<file path="src/rtl/slot_run_pkg.sv">
package slot_run_pkg;

    // Upper bound on slots per set: the count lives in a 5-bit field.
    localparam int MAX_CMDS = 31;

    typedef enum logic {
        ST_IDLE,
        ST_SCAN
    } scan_state_e;

    typedef struct packed {
        logic len_bad;
        logic full;
    } fault_t;

    // Mask with the low 'len' bits set.
    function automatic logic [31:0] run_mask(input int unsigned len);
        logic [31:0] m;
        m = '0;
        for (int i = 0; i < 32; i++) begin
            if (i < len) m[i] = 1'b1;
        end
        return m;
    endfunction

endpackage

</file>
<file path="src/rtl/slot_run_scan.sv">
// First-fit search inside a single set: lowest start whose run of 'len'
// slots is free and ends inside the set.
module slot_run_scan
    import slot_run_pkg::*;
#(
    parameter int CMDS  = 4,
    parameter int LEN_W = 3,
    parameter int POS_W = 2
) (
    input  logic [CMDS-1:0]  bits,
    input  logic [LEN_W-1:0] len,
    output logic             found,
    output logic [POS_W-1:0] pos
);
    logic [31:0]     wide;
    logic [31:0]     mask;
    logic [CMDS-1:0] fit;

    assign wide = 32'(bits);
    assign mask = run_mask(32'(len));

    for (genvar p = 0; p < CMDS; p++) begin : g_pos
        assign fit[p] = ((p + int'(len)) <= CMDS) && (((wide >> p) & mask) == 32'd0);
    end

    always_comb begin
        found = |fit;
        pos   = '0;
        for (int p = CMDS - 1; p >= 0; p--) begin
            if (fit[p]) pos = POS_W'(p);
        end
    end
endmodule

</file>
<file path="src/rtl/slot_run_map.sv">
// Occupancy bitmap, one row per set.
module slot_run_map
    import slot_run_pkg::*;
#(
    parameter int SETS  = 3,
    parameter int CMDS  = 4,
    parameter int LEN_W = 3,
    parameter int POS_W = 2,
    parameter int SEL_W = 2
) (
    input  logic                 clk,
    input  logic                 rst,
    input  logic                 clear,
    input  logic                 mark,
    input  logic [SEL_W-1:0]     sel,
    input  logic [POS_W-1:0]     pos,
    input  logic [LEN_W-1:0]     len,
    output logic [SETS*CMDS-1:0] map
);
    logic [CMDS-1:0] run;
    logic [CMDS-1:0] row [SETS];

    assign run = CMDS'(run_mask(32'(len)) << pos);

    for (genvar k = 0; k < SETS; k++) begin : g_set
        always_ff @(posedge clk) begin
            if (rst || clear) begin
                row[k] <= '0;
            end else if (mark && (sel == SEL_W'(k))) begin
                row[k] <= row[k] | run;
            end
        end
        assign map[k*CMDS +: CMDS] = row[k];
    end
endmodule

</file>
<file path="src/rtl/slot_run_alloc.sv">
module slot_run_alloc
    import slot_run_pkg::*;
#(
    parameter int NUM_SETS     = 3,
    parameter int CMDS_PER_SET = 4,
    parameter int SET_BASE     = 2,
    parameter int LEN_W        = $clog2(CMDS_PER_SET + 1),
    parameter int POS_W        = (CMDS_PER_SET > 1) ? $clog2(CMDS_PER_SET) : 1,
    parameter int SET_W        = ((SET_BASE + NUM_SETS) > 1) ? $clog2(SET_BASE + NUM_SETS) : 1
) (
    input  logic             clk,
    input  logic             rst,
    input  logic             req_valid,
    input  logic [LEN_W-1:0] req_len,
    input  logic             invalidate,
    output logic             busy,
    output logic             done,
    output logic             err_len,
    output logic             err_full,
    output logic [SET_W-1:0] set_idx,
    output logic [POS_W-1:0] cmd_idx,
    output logic             wipe_stb
);
    localparam int SEL_W = (NUM_SETS > 1) ? $clog2(NUM_SETS) : 1;
    localparam int MAP_W = NUM_SETS * CMDS_PER_SET;

    scan_state_e       state_q;
    logic [SEL_W-1:0]  scan_q;
    logic [LEN_W-1:0]  len_q;
    logic [MAP_W-1:0]  map;
    logic [CMDS_PER_SET-1:0] cur_bits;
    logic              hit;
    logic [POS_W-1:0]  hit_pos;
    logic              take_inval;
    logic              take_req;
    logic              len_ok;
    fault_t            fault_q;

    assign busy       = (state_q == ST_SCAN);
    assign take_inval = (state_q == ST_IDLE) && invalidate;
    assign take_req   = (state_q == ST_IDLE) && !invalidate && req_valid;
    assign len_ok     = (req_len != '0) && (int'(req_len) <= CMDS_PER_SET);
    assign cur_bits   = map[int'(scan_q)*CMDS_PER_SET +: CMDS_PER_SET];
    assign err_len    = fault_q.len_bad;
    assign err_full   = fault_q.full;

    slot_run_scan #(
        .CMDS (CMDS_PER_SET),
        .LEN_W(LEN_W),
        .POS_W(POS_W)
    ) u_scan (
        .bits (cur_bits),
        .len  (len_q),
        .found(hit),
        .pos  (hit_pos)
    );

    slot_run_map #(
        .SETS (NUM_SETS),
        .CMDS (CMDS_PER_SET),
        .LEN_W(LEN_W),
        .POS_W(POS_W),
        .SEL_W(SEL_W)
    ) u_map (
        .clk  (clk),
        .rst  (rst),
        .clear(take_inval),
        .mark (busy && hit),
        .sel  (scan_q),
        .pos  (hit_pos),
        .len  (len_q),
        .map  (map)
    );

    always_ff @(posedge clk) begin
        if (rst) begin
            state_q  <= ST_IDLE;
            scan_q   <= '0;
            len_q    <= '0;
            done     <= 1'b0;
            fault_q  <= '0;
            set_idx  <= '0;
            cmd_idx  <= '0;
            wipe_stb <= 1'b0;
        end else begin
            done     <= 1'b0;
            wipe_stb <= 1'b0;
            case (state_q)
                ST_IDLE: begin
                    if (take_inval) begin
                        wipe_stb <= |map;
                    end else if (take_req) begin
                        if (!len_ok) begin
                            done    <= 1'b1;
                            fault_q <= '{len_bad: 1'b1, full: 1'b0};
                        end else begin
                            len_q   <= req_len;
                            scan_q  <= '0;
                            state_q <= ST_SCAN;
                        end
                    end
                end
                ST_SCAN: begin
                    if (hit) begin
                        done    <= 1'b1;
                        fault_q <= '0;
                        set_idx <= SET_W'(SET_BASE) + SET_W'(scan_q);
                        cmd_idx <= hit_pos;
                        state_q <= ST_IDLE;
                    end else if (int'(scan_q) == NUM_SETS - 1) begin
                        done    <= 1'b1;
                        fault_q <= '{len_bad: 1'b0, full: 1'b1};
                        state_q <= ST_IDLE;
                    end else begin
                        scan_q <= scan_q + 1'b1;
                    end
                end
                default: state_q <= ST_IDLE;
            endcase
        end
    end
endmodule

</file>
<file path="config.mk">
export PLATFORM = sky130hd
export DESIGN_NAME = slot_run_alloc
export DESIGN_NICKNAME = d
export VERILOG_FILES = /design/src/rtl/slot_run_pkg.sv /design/src/rtl/slot_run_scan.sv /design/src/rtl/slot_run_map.sv /design/src/rtl/slot_run_alloc.sv
export SDC_FILE = /design/constraint.sdc
export NUM_CORES = 1
export LEC_CHECK = 0
export CAP_MARGIN = 15
export CORE_MARGIN = 5
export CORE_UTILIZATION = 45
export DETAILED_ROUTE_END_ITERATION = 7
export DONT_BUFFER_PORTS = 1
export PLACE_DENSITY = 0.7
export SETUP_SLACK_MARGIN = 0.05
export SYNTH_ARGS = -nofsm -noshare
export SYNTH_HDL_FRONTEND = slang
export SYNTH_HIERARCHICAL = 1
export SYNTH_SLANG_ARGS = --single-unit
export TNS_END_PERCENT = 20
</file>
<file path="constraint.sdc">
create_clock -name clk -period 3.3 [get_ports clk]
set_input_delay 0.165 -clock clk [delete_from_list [all_inputs] [get_ports clk]]
set_output_delay 0.165 -clock clk [all_outputs]
set_load 0.02 [all_outputs]
</file>
### After elaboration in Yosys (flattened, before gate mapping)

Memory sizes are Yosys's and may differ from the RTL's.
Cells that the tools add are included.

* bits in registers: 15
* bits in writable memories: 12
* logic and storage cells: 127
* memories: 1

* add/subtract/negate cells: 5
* order comparisons: 12
* equal/unequal tests: 10
* shift operators: 2
* muxes and demuxes: 49
* bitwise gates (word level): 12
* reductions and logical operators: 27

Memories
* u_map.row: depth 3, bits a word 4, rd ports 3, clocked after Yosys merged registers in 0, wr ports 3, RTL line slot_run_map.sv:21 `logic [CMDS-1:0] row [SETS];`

Operators by type and width (number)
* 32-bit zero test: 4
* 32-bit by 4-bit <= comparator with 1-bit output, second input constant: 3
* 1-bit two-way mux: 28
* 2-bit two-way mux: 14
* 1-bit logical AND: 12
* 4-bit two-way mux: 3
* 2-bit != test, second input constant: 6
* 4-bit bitwise OR: 3
* 12-bit OR reduction: 1
* 12-bit by 5-bit variable part select with 4-bit output: 1
* 3-bit less-than comparator, first input constant: 3
* 2-bit by 3-bit adder with 4-bit output, first input constant: 2
* 2-bit case mux with 2 select lines: 2
* 4-bit AND reduction: 2
* 1-bit by 7-bit bitwise AND with 7-bit output: 1
* 2-bit by 7-bit bitwise AND with 7-bit output: 1
* 3-bit by 7-bit bitwise AND with 7-bit output: 1
* 4-bit by 7-bit bitwise AND with 7-bit output: 1
* 7-bit by 2-bit left shift with 4-bit output: 1
* 3-bit <= comparator, second input constant: 2
* 1-bit by 3-bit less-than comparator with 1-bit output, first input constant: 2
* 2-bit by 3-bit less-than comparator with 1-bit output, first input constant: 2
* 5-bit AND reduction: 1
* 1-bit by 3-bit adder with 4-bit output, first input constant: 1
* 15 further kinds: 20

### Logic depth before layout (Yosys ltp)

* word-level depth: 12
* depth in mapped cells: 12
* mapped depth without buffers: 11

### Hierarchy

Netlist, hierarchy kept.

By module, submodules not included
* slot_run_alloc: instances 1, cells an instance 92, area each 769.5 um2
* slot_run_map: instances 1, cells an instance 48, area each 608.1 um2
* slot_run_scan: instances 1, cells an instance 17, area each 127.6 um2

### Worst setup path after synthesis

Ideal clock, no wire load.

* kind: register to register
* from: register scan_q[0]
* to: memory u_map.row[2][3], data pin
* library setup time: 132 ps
* arrival time: 2784 ps
* required time: 3168 ps
* path slack: 384 ps
* stages on the path, launching flop included: 12
* period minus slack after synthesis: 2916 ps
* path through: dfxtp_1 > buf_6 > mux2i_1 > o21ai_1 > a2111oi_0 > o31a_1 > nand3b_1 > nand2_1 > inv_2 > or3b_4 > nor3b_4 > o31a_1

RTL lines
* start, declared: RTL line slot_run_alloc.sv:28 `logic [SEL_W-1:0] scan_q;`
* start signal, assigned: RTL line slot_run_alloc.sv:115 `scan_q <= scan_q + 1'b1;`
* end, declared: RTL line slot_run_map.sv:21

==> metrics.md <==
| Metric | Value |
|---|---|
| Worst Hold Class | input port to flip-flop |
| CTS max path bufs | 2 |
| Max VDD drop | about 0.00026 V |
| Final ANT Viol Nets | 0 |
| H-Tree Depth | 1 |
| Synthesized flop and latch total | 27 |
| CP top delay family | simple AND/OR/NAND/NOR gates |
| CP Buf/Inv Count | 1 |
| Startpoint types | flip-flop |
| Core ar. | between 3000 and 4000 um^2 |
| Clock Latency Late Sink | 0.33 ns |
| Port Buffers | 0 |
| Final hold violations | 0 |
| Num CTS Buffers | 3 |
| Pint | 437 uW |
| HPWL after DPL | around 2.6 mm |
| First-pass GRT wire length | 5.65 mm |
| Seq. cell area | around 660 um^2 |
| Fin crit share | 92.6% |
| Clk slew on worst S/H paths | 0.15 ns |
| Max_cap viols | 0 |
| # fillers | 304 |
| Predominant post-synthesis flop cell | dfxtp_1 |
| Comb pwr share | 11.1% |
| Gr ovfl total | 0 |
| Fmax achieved | 327 MHz |
| CTS tree | yes |
| I/O Pins | 17 |
| Vias in the first global route | approximately 1,200 |
| Endpoint class of the critical path | flip-flop |
| Die Span Y | 67.8 um |
| Slew @ Worst Pin | 0.572 ns |
| Critical path's largest stage delay | 0.45 ns |
| Relative max-transition margin | 61.7% |
| Via count of the routed design | 1,263 |
| Pwr Density | 360 nW/um^2 |
| TNS Setup | 0 ns |
| RD Place Congestion | around 0.86 |
| RSZ-0062 raised after global routing | yes |
| Routed Wire Length | between 3 and 4 mm |
| Status | complete, no violations |
| Post-synthesis async set-or-reset flop share | 0% |
| Slew Viols, Final | 0 |
| Net count, final | 177 |
| Initial Util | a little under half |
| Avg Vias per Cell | 5.90 |
| Rows | 21 |
| Initial antenna violation count | 0 |
| Synth warn | 6 |
| Critical path peak fanout | 11 |
| All-layer global routing usage | 16.1% |
| Final setup violation count | 0 |
| Clock power share | 24.7% |
| Setup CP Type | flip-flop to flip-flop |
| Root Buffer | clkbuf_4 |
| Post-Synthesis Cells | 157 |
| Min Tclk post-route | between 3 and 4 ns |
| Mapped Nets | 165 |
| Slowest-stage cell, CP | dfxtp_1 |
| Initial DRC count | 104 |
| DRC | 0 |
| Die Footprint | about 4600 um^2 |
| Drt first pass iters | 4 |
| CTS sink cnt | 27 |
| Post-synth EDFFs | 12 |
| Worst Path Arrival | 3.26 ns |
| Multi-input combinational cell area | 815 um^2 |
| Wire per inst | 16.5 um |
| Static leakage | between 0.5 and 0.6 nW |
| NetSw | 158 uW |
| Mean Syn Cell Area | 9.59 um^2 |
| Die span in x | ~68 um |
| Switching part of the total power | 26.6% |
| WP data required | 3.51 ns |
| Synth Cell Area | 1510 um^2 |
| N_diodes | 0 |
| Crit path cell chain | nor2b_1 -> nand2_1 -> o21ai_1 -> a2111oi_1 -> o31a_1 -> nand3b_1 -> nand2_1 -> inv_2 -> or3b_4 -> nor3b_4 -> o31a_1 |
| Largest net degree at the start of global routing | 17 |
| Layout cells sized above 1 | 14.3% |
| Netlist cell types | 40 |
| Reg power frac | 64.2% |
| Sequential share of the synthesized area | 43.9% |
| Post-route total power | 596 uW |
| Setup Skew | 0.00372 ns |
| Syn-to-layout area delta | 10.1% |
cells in the mapped netlist (2+ instances only):
cell type	n	area share (%)
nand2_1	20	5.0
a21oi_1	15	5.0
dfxtp_1	15	20
edfxtp_1	12	24
nor2_1	12	3.0
o21a_1	10	5.0
o21ai_1	9	3.0
nor3_1	6	2.0
mux2i_1	4	2.7
nand3b_1	4	2.0
nor4_1	4	1.7
o21ai_0	4	1.3
o31a_1	4	2.3
nand2b_1	3	1.2
a211o_1	2	1.2
a211oi_1	2	1.0
a211oi_2	2	1.7
buf_6	2	1.5
inv_1	2	0.50
nor3b_1	2	1.0
nor3b_4	2	2.5
or3b_4	2	1.5
xnor2_1	2	1.2
flip-flops by register name, summed over array words and instances (netlist names):
name	flops
wipe_stb	1
set_idx	3
len_q	3
err_full	1
u_map/row	12
err_len	1
scan_q	2
cmd_idx	2
done	1
busy	1
cell type report:
cell class                      instances  area share [%]
Clock buffer                            4            1.59
Inverter                                3           0.680
Multi-Input combinational cell        124            49.2
Sequential cell                        27            40.0
Tap cell                               46            3.47
Timing Repair Buffer                   10            5.14
timing repair:
item / CTS / global route
resized for setup: 0 / 3
setup buffers: 0 / 0
endpoints found under the setup margin: 0 / 12
hold endpoints to repair: 15 / 0
hold buffers: 4 / 0
metrics by stage:
step	instance area (um^2)	setup slack, ns	instances	hold WS, ns	util (%)
6_report	1660	0.246	214	0.00969	50.4
3_5_place_dp	1580	0.249	206	0.234	48.2
3_3_place_gp	1580	0.354	206	0.233	48.2
2_1_floorplan	1510	0.384	157	0.230	-
5_1_grt	1660	0.0378	214	0.0190	50.4
4_1_cts	1650	0.173	214	0.000280	50.2
power groups by stage:
stage          combinational [mW]  clock (mW)  sequential [mW]
4_1_cts                    0.0647       0.149            0.382
6_report                   0.0661       0.147            0.383
3_5_place_dp               0.0578           0            0.390
3_3_place_gp               0.0552           0            0.388
2_1_floorplan              0.0492           0            0.383
5_1_grt                    0.0739       0.159            0.385
final timing paths:
| kind | start | endpoint | slack (ns) | cells after the start |
|---|---|---|---|---|
| max | scan_q[1] | u_map/row[2][3] | 0.25 | 11 |
| min | invalidate | wipe_stb | 0.01 | 2 |
| max reg2reg | scan_q[1] | u_map/row[2][3] | 0.25 | 11 |
| min reg2reg | scan_q[0] | set_idx[0] | 0.57 | 2 |
placed cells by master, fill, tap and decap left out, types with 2 or more instances in the layout:
| cell type | count |
|---|---|
| clkbuf_4 | 3 |
| dfxtp_1 | 14 |
| o31a_1 | 4 |
| nor3b_1 | 2 |
| dlygate4sd3_1 | 4 |
| nor4_1 | 4 |
| nand2_1 | 20 |
| nor3b_4 | 2 |
| nand2b_1 | 3 |
| inv_1 | 2 |
| xnor2_1 | 2 |
| o21a_1 | 10 |
| a21oi_1 | 15 |
| a211oi_1 | 2 |
| mux2i_1 | 4 |
| or3b_4 | 2 |
| edfxtp_1 | 12 |
| buf_4 | 6 |
| o21ai_0 | 4 |
| a211o_1 | 2 |
| o21ai_1 | 9 |
| nor3_1 | 6 |
| nor2_1 | 12 |
| nand3b_1 | 4 |
| a211oi_2 | 2 |
routing by layer:
layer	part of all wire, %	routed length, um	track usage (%)
met5	0	0	0
met4	1.0	36	4.71
met2	49	1740	27.6
met1	45	1580	20.9
met3	4.9	174	2.79
cell families (layout without fill, tap and decap cells):
| kind of cell | after synthesis | after routing | share of synthesized area, % |
|---|---|---|---|
| fa+ha+maj | 1 | 1 | 0.831 |
| mux | 4 | 4 | 2.66 |
| flops | 27 | 27 | 43.9 |
| buf+inv | 6 | 17 | 2.49 |
| xor+xnor | 2 | 2 | 1.16 |
| simple gates | 62 | 62 | 24.2 |
| compound gates | 55 | 55 | 24.8 |
(Power assumes the default switching activity.)
